`src/rtl/cp_pkg.sv`:
```
package cp_pkg;

    // Command codes on the request channel
    localparam logic [2:0] CMD_IDLE  = 3'b000;
    localparam logic [2:0] CMD_WRITE = 3'b001;
    localparam logic [2:0] CMD_READ  = 3'b010;

    // Response codes on the response channel
    typedef enum logic [2:0] {
        RSP_NONE = 3'b000,
        RSP_DATA = 3'b001,
        RSP_ERR  = 3'b011
    } rsp_e;

    // Acceptance state machine
    typedef enum logic [1:0] {
        ST_IDLE  = 2'd0,
        ST_STALL = 2'd1,
        ST_GRANT = 2'd2
    } acc_state_e;

endpackage

```
`src/rtl/cp_req_fsm.sv`:
```
module cp_req_fsm
    import cp_pkg::*;
(
    input  logic       clk_i,
    input  logic       rst_ni,
    input  logic [2:0] cmd_i,
    input  logic       busy_i,
    output logic       accept_o,
    output logic       wr_fire_o,
    output logic       rd_fire_o
);

    acc_state_e state_q, state_d;

    always_ff @(posedge clk_i or negedge rst_ni) begin
        if (!rst_ni) state_q <= ST_IDLE;
        else         state_q <= state_d;
    end

    // Next-state logic
    always_comb begin
        state_d = state_q;
        unique case (state_q)
            ST_IDLE: begin
                if (cmd_i != CMD_IDLE) begin
                    if (busy_i) state_d = ST_STALL;   // T_IDLE_STALL
                    else        state_d = ST_GRANT;   // T_IDLE_GRANT
                end
            end
            ST_STALL: begin
                if (cmd_i == CMD_IDLE) state_d = ST_IDLE;   // T_STALL_DROP
                else if (!busy_i)      state_d = ST_GRANT;  // T_STALL_GRANT
            end
            ST_GRANT: state_d = ST_IDLE;                    // T_GRANT_IDLE
            default:  state_d = ST_IDLE;
        endcase
    end

    // Outputs: transfer happens at the edge where accept is high
    always_comb begin
        accept_o  = 1'b0;
        wr_fire_o = 1'b0;
        rd_fire_o = 1'b0;
        unique case (state_q)
            ST_GRANT: begin
                accept_o  = 1'b1;
                wr_fire_o = (cmd_i == CMD_WRITE);
                rd_fire_o = (cmd_i == CMD_READ);
            end
            ST_IDLE, ST_STALL: ;
            default: ;
        endcase
    end

endmodule

```
`src/rtl/cp_store.sv`:
```
module cp_store #(
    parameter int ADDR_W = 8,
    parameter int DATA_W = 32,
    parameter int DEPTH  = 16   // power of two, below 2**ADDR_W
) (
    input  logic              clk_i,
    input  logic              rst_ni,
    input  logic              wr_fire_i,
    input  logic [ADDR_W-1:0] addr_i,
    input  logic [DATA_W-1:0] wdata_i,
    output logic              hit_o,
    output logic [DATA_W-1:0] rword_o
);

    localparam int IDX_W = $clog2(DEPTH);
    localparam int CMP_W = ADDR_W + 1;

    logic [DATA_W-1:0] mem_q [DEPTH];
    logic [IDX_W-1:0]  idx;

    assign idx   = addr_i[IDX_W-1:0];
    assign hit_o = ({1'b0, addr_i} < CMP_W'(DEPTH));

    always_ff @(posedge clk_i or negedge rst_ni) begin
        if (!rst_ni) begin
            for (int i = 0; i < DEPTH; i++) mem_q[i] <= '0;
        end else if (wr_fire_i && hit_o) begin
            mem_q[idx] <= wdata_i;
        end
    end

    assign rword_o = hit_o ? mem_q[idx] : '0;

endmodule

```
`src/rtl/cp_resp_pipe.sv`:
```
module cp_resp_pipe
    import cp_pkg::*;
#(
    parameter int DATA_W = 32,
    parameter int LAT    = 2   // 1 to 4
) (
    input  logic              clk_i,
    input  logic              rst_ni,
    input  logic              load_i,
    input  logic              hit_i,
    input  logic [DATA_W-1:0] word_i,
    output logic [2:0]        code_o,
    output logic [DATA_W-1:0] data_o
);

    rsp_e              code_q [LAT];
    logic [DATA_W-1:0] data_q [LAT];

    always_ff @(posedge clk_i or negedge rst_ni) begin
        if (!rst_ni) begin
            for (int i = 0; i < LAT; i++) begin
                code_q[i] <= RSP_NONE;
                data_q[i] <= '0;
            end
        end else begin
            if (!load_i)    code_q[0] <= RSP_NONE;
            else if (hit_i) code_q[0] <= RSP_DATA;
            else            code_q[0] <= RSP_ERR;
            data_q[0] <= (load_i && hit_i) ? word_i : '0;
            for (int i = 1; i < LAT; i++) begin
                code_q[i] <= code_q[i-1];
                data_q[i] <= data_q[i-1];
            end
        end
    end

    assign code_o = code_q[LAT-1];
    assign data_o = data_q[LAT-1];

endmodule

```
`src/rtl/core_port_slave.sv`:
```
module core_port_slave
    import cp_pkg::*;
#(
    parameter int ADDR_W = 8,
    parameter int DATA_W = 32,
    parameter int DEPTH  = 16,
    parameter int LAT    = 2
) (
    input  logic              clk_i,
    input  logic              rst_ni,
    input  logic [2:0]        req_cmd_i,
    input  logic [ADDR_W-1:0] req_addr_i,
    input  logic [DATA_W-1:0] req_wdata_i,
    input  logic              tgt_busy_i,
    output logic              req_accept_o,
    output logic [2:0]        rsp_code_o,
    output logic [DATA_W-1:0] rsp_data_o
);

    logic              wr_fire, rd_fire, hit;
    logic [DATA_W-1:0] rword;

    cp_req_fsm u_fsm (
        .clk_i     (clk_i),
        .rst_ni    (rst_ni),
        .cmd_i     (req_cmd_i),
        .busy_i    (tgt_busy_i),
        .accept_o  (req_accept_o),
        .wr_fire_o (wr_fire),
        .rd_fire_o (rd_fire)
    );

    cp_store #(.ADDR_W(ADDR_W), .DATA_W(DATA_W), .DEPTH(DEPTH)) u_store (
        .clk_i     (clk_i),
        .rst_ni    (rst_ni),
        .wr_fire_i (wr_fire),
        .addr_i    (req_addr_i),
        .wdata_i   (req_wdata_i),
        .hit_o     (hit),
        .rword_o   (rword)
    );

    cp_resp_pipe #(.DATA_W(DATA_W), .LAT(LAT)) u_pipe (
        .clk_i  (clk_i),
        .rst_ni (rst_ni),
        .load_i (rd_fire),
        .hit_i  (hit),
        .word_i (rword),
        .code_o (rsp_code_o),
        .data_o (rsp_data_o)
    );

endmodule

```
`config.mk`:
```
export PLATFORM = sky130hd
export DESIGN_NAME = core_port_slave
export DESIGN_NICKNAME = d
export VERILOG_FILES = /design/src/rtl/cp_pkg.sv /design/src/rtl/cp_req_fsm.sv /design/src/rtl/cp_store.sv /design/src/rtl/cp_resp_pipe.sv /design/src/rtl/core_port_slave.sv
export SDC_FILE = /design/constraint.sdc
export NUM_CORES = 1
export LEC_CHECK = 0
export BUFFER_PORTS_ARGS = -buffer_cell sky130_fd_sc_hd__buf_2
export CELL_PAD_IN_SITES_DETAIL_PLACEMENT = 1
export CELL_PAD_IN_SITES_GLOBAL_PLACEMENT = 1
export CORE_MARGIN = 2
export CORE_UTILIZATION = 54
export CTS_CLUSTER_SIZE = 14
export DETAILED_ROUTE_END_ITERATION = 8
export PLACE_DENSITY_LB_ADDON = 0.05
export SLEW_MARGIN = 0
export SYNTH_ARGS = -nofsm -noshare
export SYNTH_HDL_FRONTEND = slang
export SYNTH_SLANG_ARGS = --single-unit
export TNS_END_PERCENT = 100
```
`constraint.sdc`:
```
create_clock -name clk_i -period 3.06 [get_ports clk_i]
set_input_delay 0.306 -clock clk_i [delete_from_list [all_inputs] [get_ports clk_i]]
set_output_delay 0.306 -clock clk_i [all_outputs]
set_load 0.01 [all_outputs]
```
==> key figures <==
Run status
  • Status: finished, final reports clean

Cells and area
  • # nets final: 1601
  • Filler cells: 4126
  • Non-filler cells in the finished layout: 2216
  • Area Overhead vs Synth: 11.1%
  • Share of layout cells above drive strength 1: 49.4%
  • Fin area: 0.0286 mm²

Critical path
  • Crit-path cells: or4b_4 > nor4_4 > buf_4 > mux2_2
  • CP max stage delay: 770 ps
  • CP arrival: 2920 ps
  • Worst reg2reg path startpoint: u_fsm.state_q[0]
  • CP max stage cell: or4b_4
  • Kind of critical path: register to register
  • CP startpoint kind: register
  • Worst setup EP type: register
  • FF-to-FF End: u_store.mem_q[508]
  • Reg2reg path depth: 4
  • Worst-path fanout max: 18
  • Reg2Reg Setup Slack: 630 ps
  • Required @ worst endpoint: 3550 ps

Logic synthesis
  • Async S/R FF share, synth: 100%
  • Commonest cells in the synthesized netlist: 582 x dfrtp_1, 399 x mux2_2, 128 x mux4_2
  • Mean Syn Cell Area: 16.8 µm²
  • Count of different cell masters after synthesis: 31
  • Ranking of synthesized cells by area: dfrtp_1 57%, mux2_2 17%, mux4_2 11%, mux2_1 3.6%, mux2i_1 2.5%
  • Synth Warn #: 0
  • Yosys top cell area share: 56.6%
  • Most frequent cell after synthesis: dfrtp_1
  • Main synth FF type: dfrtp_1
  • Flops & latches, synth: 582
  • Syn_nets: 1576
  • Area of the mapped netlist: 0.0257 mm²
  • Post-synth top area cell: dfrtp_1
  • EDFF count, synth: 0
  • Sequential fraction of the synthesis area: 56.6%
  • Gate Count Post-Synth: 1530

Clock tree
  • CTS Buffer Depth: 3
  • CTS Buf Count: 60
  • CTS Sinks: 582
  • H-tree Lvls: 2
  • Root Buffer Master: clkbuf_16
  • Post-CTS sizing: 0
  • CTS clk-pin slew, worst paths: 60 ps
  • Clk_lat worst skew: 610 ps
  • TritonCTS clock tree: built

Placement
  • Port bufs: 80
  • Placed Cells incl. Taps: 2105
  • DP Wirelength: 32100 µm
  • Cell Area, Placed: 0.0266 mm²
  • Routability Congestion: 0.697

Timing
  • Endpoints failing hold: 0
  • Hold_ws: 43.8 ps
  • Unrepaired setup endpoints after global routing: false
  • Least-Margin Pin Slew: 1200 ps
  • Clock skew: 12.7 ps
  • Setup TNS: 0 ps
  • Max Fclk: 411 MHz
  • Max-slew violation count: 0
  • Final worst-path cycle share: 79.5%
  • # setup viols final: 0
  • Period minus WS final: 2430 ps
  • Slew HR: 20.0%

GRT
  • Initial antenna violation count: 3
  • GR Util All Layers: 25.4%
  • Largest net degree at the start of global routing: 105
  • Vias in the first global route: 15436
  • Remaining global-route overflow: 0
  • Global-route wire length before repair: 94600 µm

Route
  • DR iter-0 viols: 652
  • Vias: 13469
  • Drt pass-1 iters: 4
  • Post-route ant nets: 0
  • Final wirelength: 60200 µm
  • DRC Markers: 0
  • Vias/cell: 6.08
  • Drt wl/cell: 27.2 µm

Floorplan
  • FP Rows: 80
  • Die W: 222 µm
  • Top Ports: 82
  • Initial Utilization: 54.4%
  • Core ar.: 0.0473 mm²
  • Die Footprint: 0.0494 mm²
  • Die height: 222 µm

Pwr
  • Max IR drop VDD: 0.435 mV
  • P_leak: 14.1 nW
  • Power Density: 551 mW/mm²

Worst hold path
  • Worst Hold End: u_fsm.state_q[1]
  • Worst hold stages: 3
  • Hold wc startpoint: req_cmd_i[2]
  • Worst Hold Class: primary input to register

Flow run
  • MaxCap Viol Count: 0
worst max-delay path: cells and delay by family (launching register included):
kind / cells / cell delay [ps]
AND/OR/NAND/NOR: 2 / 1070
multiplexers: 1 / 390
flip-flops: 1 / 410
buffers and inverters: 1 / 420
worst max-delay path by stage:
stage	startpoint	to	slack, ps
after global placement	req_addr_i[4]	u_store.mem_q[18]	630
after global routing	u_fsm.state_q[0]	u_store.mem_q[10]	560
after CTS	u_fsm.state_q[0]	u_store.mem_q[508]	620
after floorplan	u_fsm.state_q[0]	u_store.mem_q[225]	820
after detailed placement	req_addr_i[4]	u_store.mem_q[496]	590
final	u_fsm.state_q[0]	u_store.mem_q[508]	630
placed cells by master, fill, tap and decap left out, drive strengths merged:
cell         count
mux4           128
nor3b            1
mux2i           64
conb             1
nand4            4
or4bb            6
dfrtp          582
nor4b            4
o22ai           32
diode            2
or4              2
mux2           512
or4b             3
clkinv           9
nor2b            1
nand4b           5
inv              2
clkbuf          90
and3             1
dlygate4sd3      3
and2             1
buf            125
bufinv           6
nor3             2
nor4            15
flip-flops by register name, summed over array words and instances (netlist names):
signal / count
u_pipe.code_o: 2
u_fsm.state_q: 2
u_pipe.code_q: 2
u_pipe.data_o: 32
u_store.mem_q: 512
u_pipe.data_q: 32
layout make-up:
type / count / area [µm²] / area share [%]
clock buffers: 90 / 1770 / 6.17
multi-input cells: 782 / 10200 / 35.6
diodes: 2 / 5.00 / 0.0175
clock inverters: 16 / 240 / 0.840
inverters: 1 / 3.75 / 0.0131
flip-flops and latches: 582 / 14600 / 50.9
well taps: 615 / 769 / 2.69
repair buffers: 128 / 1080 / 3.79
metal layers:
metal | track usage [%] | wire (µm) | vias up
met1 | 34.5 | 26000 | 7437
li1 | - | - | 5728
met4 | 7.69 | 1550 | 0
met3 | 2.72 | 1700 | 99
met2 | 43.6 | 31000 | 205
met5 | 0 | 0 | -
where the power goes:
| group | total (W) | internal (W) | switching (W) | leakage [nW] |
|---|---|---|---|---|
| sequential | 0.00774 | 0.00773 | 0.0000169 | 8.13 |
| clock | 0.00739 | 0.00446 | 0.00293 | 0.990 |
| combinational | 0.000620 | 0.000190 | 0.000430 | 4.96 |
| total | 0.0158 | 0.0124 | 0.00338 | 14.1 |
cells by family after synthesis:
logic type,count (synthesis),share of synthesized area (%)
muxes,704,36.5
and+or+nand+nor,45,2.06
buffers and inverters,166,4.05
other,1,0.0146
AOI/OAI and AO/OA,32,0.778
DFF,582,56.6
what timing repair did:
action,CTS,global route
setup buffers,0,0
hold buffers,3,0
endpoints found under the hold margin,72,0
per-stage QoR:
stage               setup WS, ps  util [%]  total power [W]
floorplan                    821         -          0.00818
global placement             629      56.1          0.00850
detailed placement           588      56.1          0.00852
CTS                          616      60.4           0.0160
global route                 564      60.4           0.0163
finish                       629      60.4           0.0158
Power figures use the tool's default switching activity.
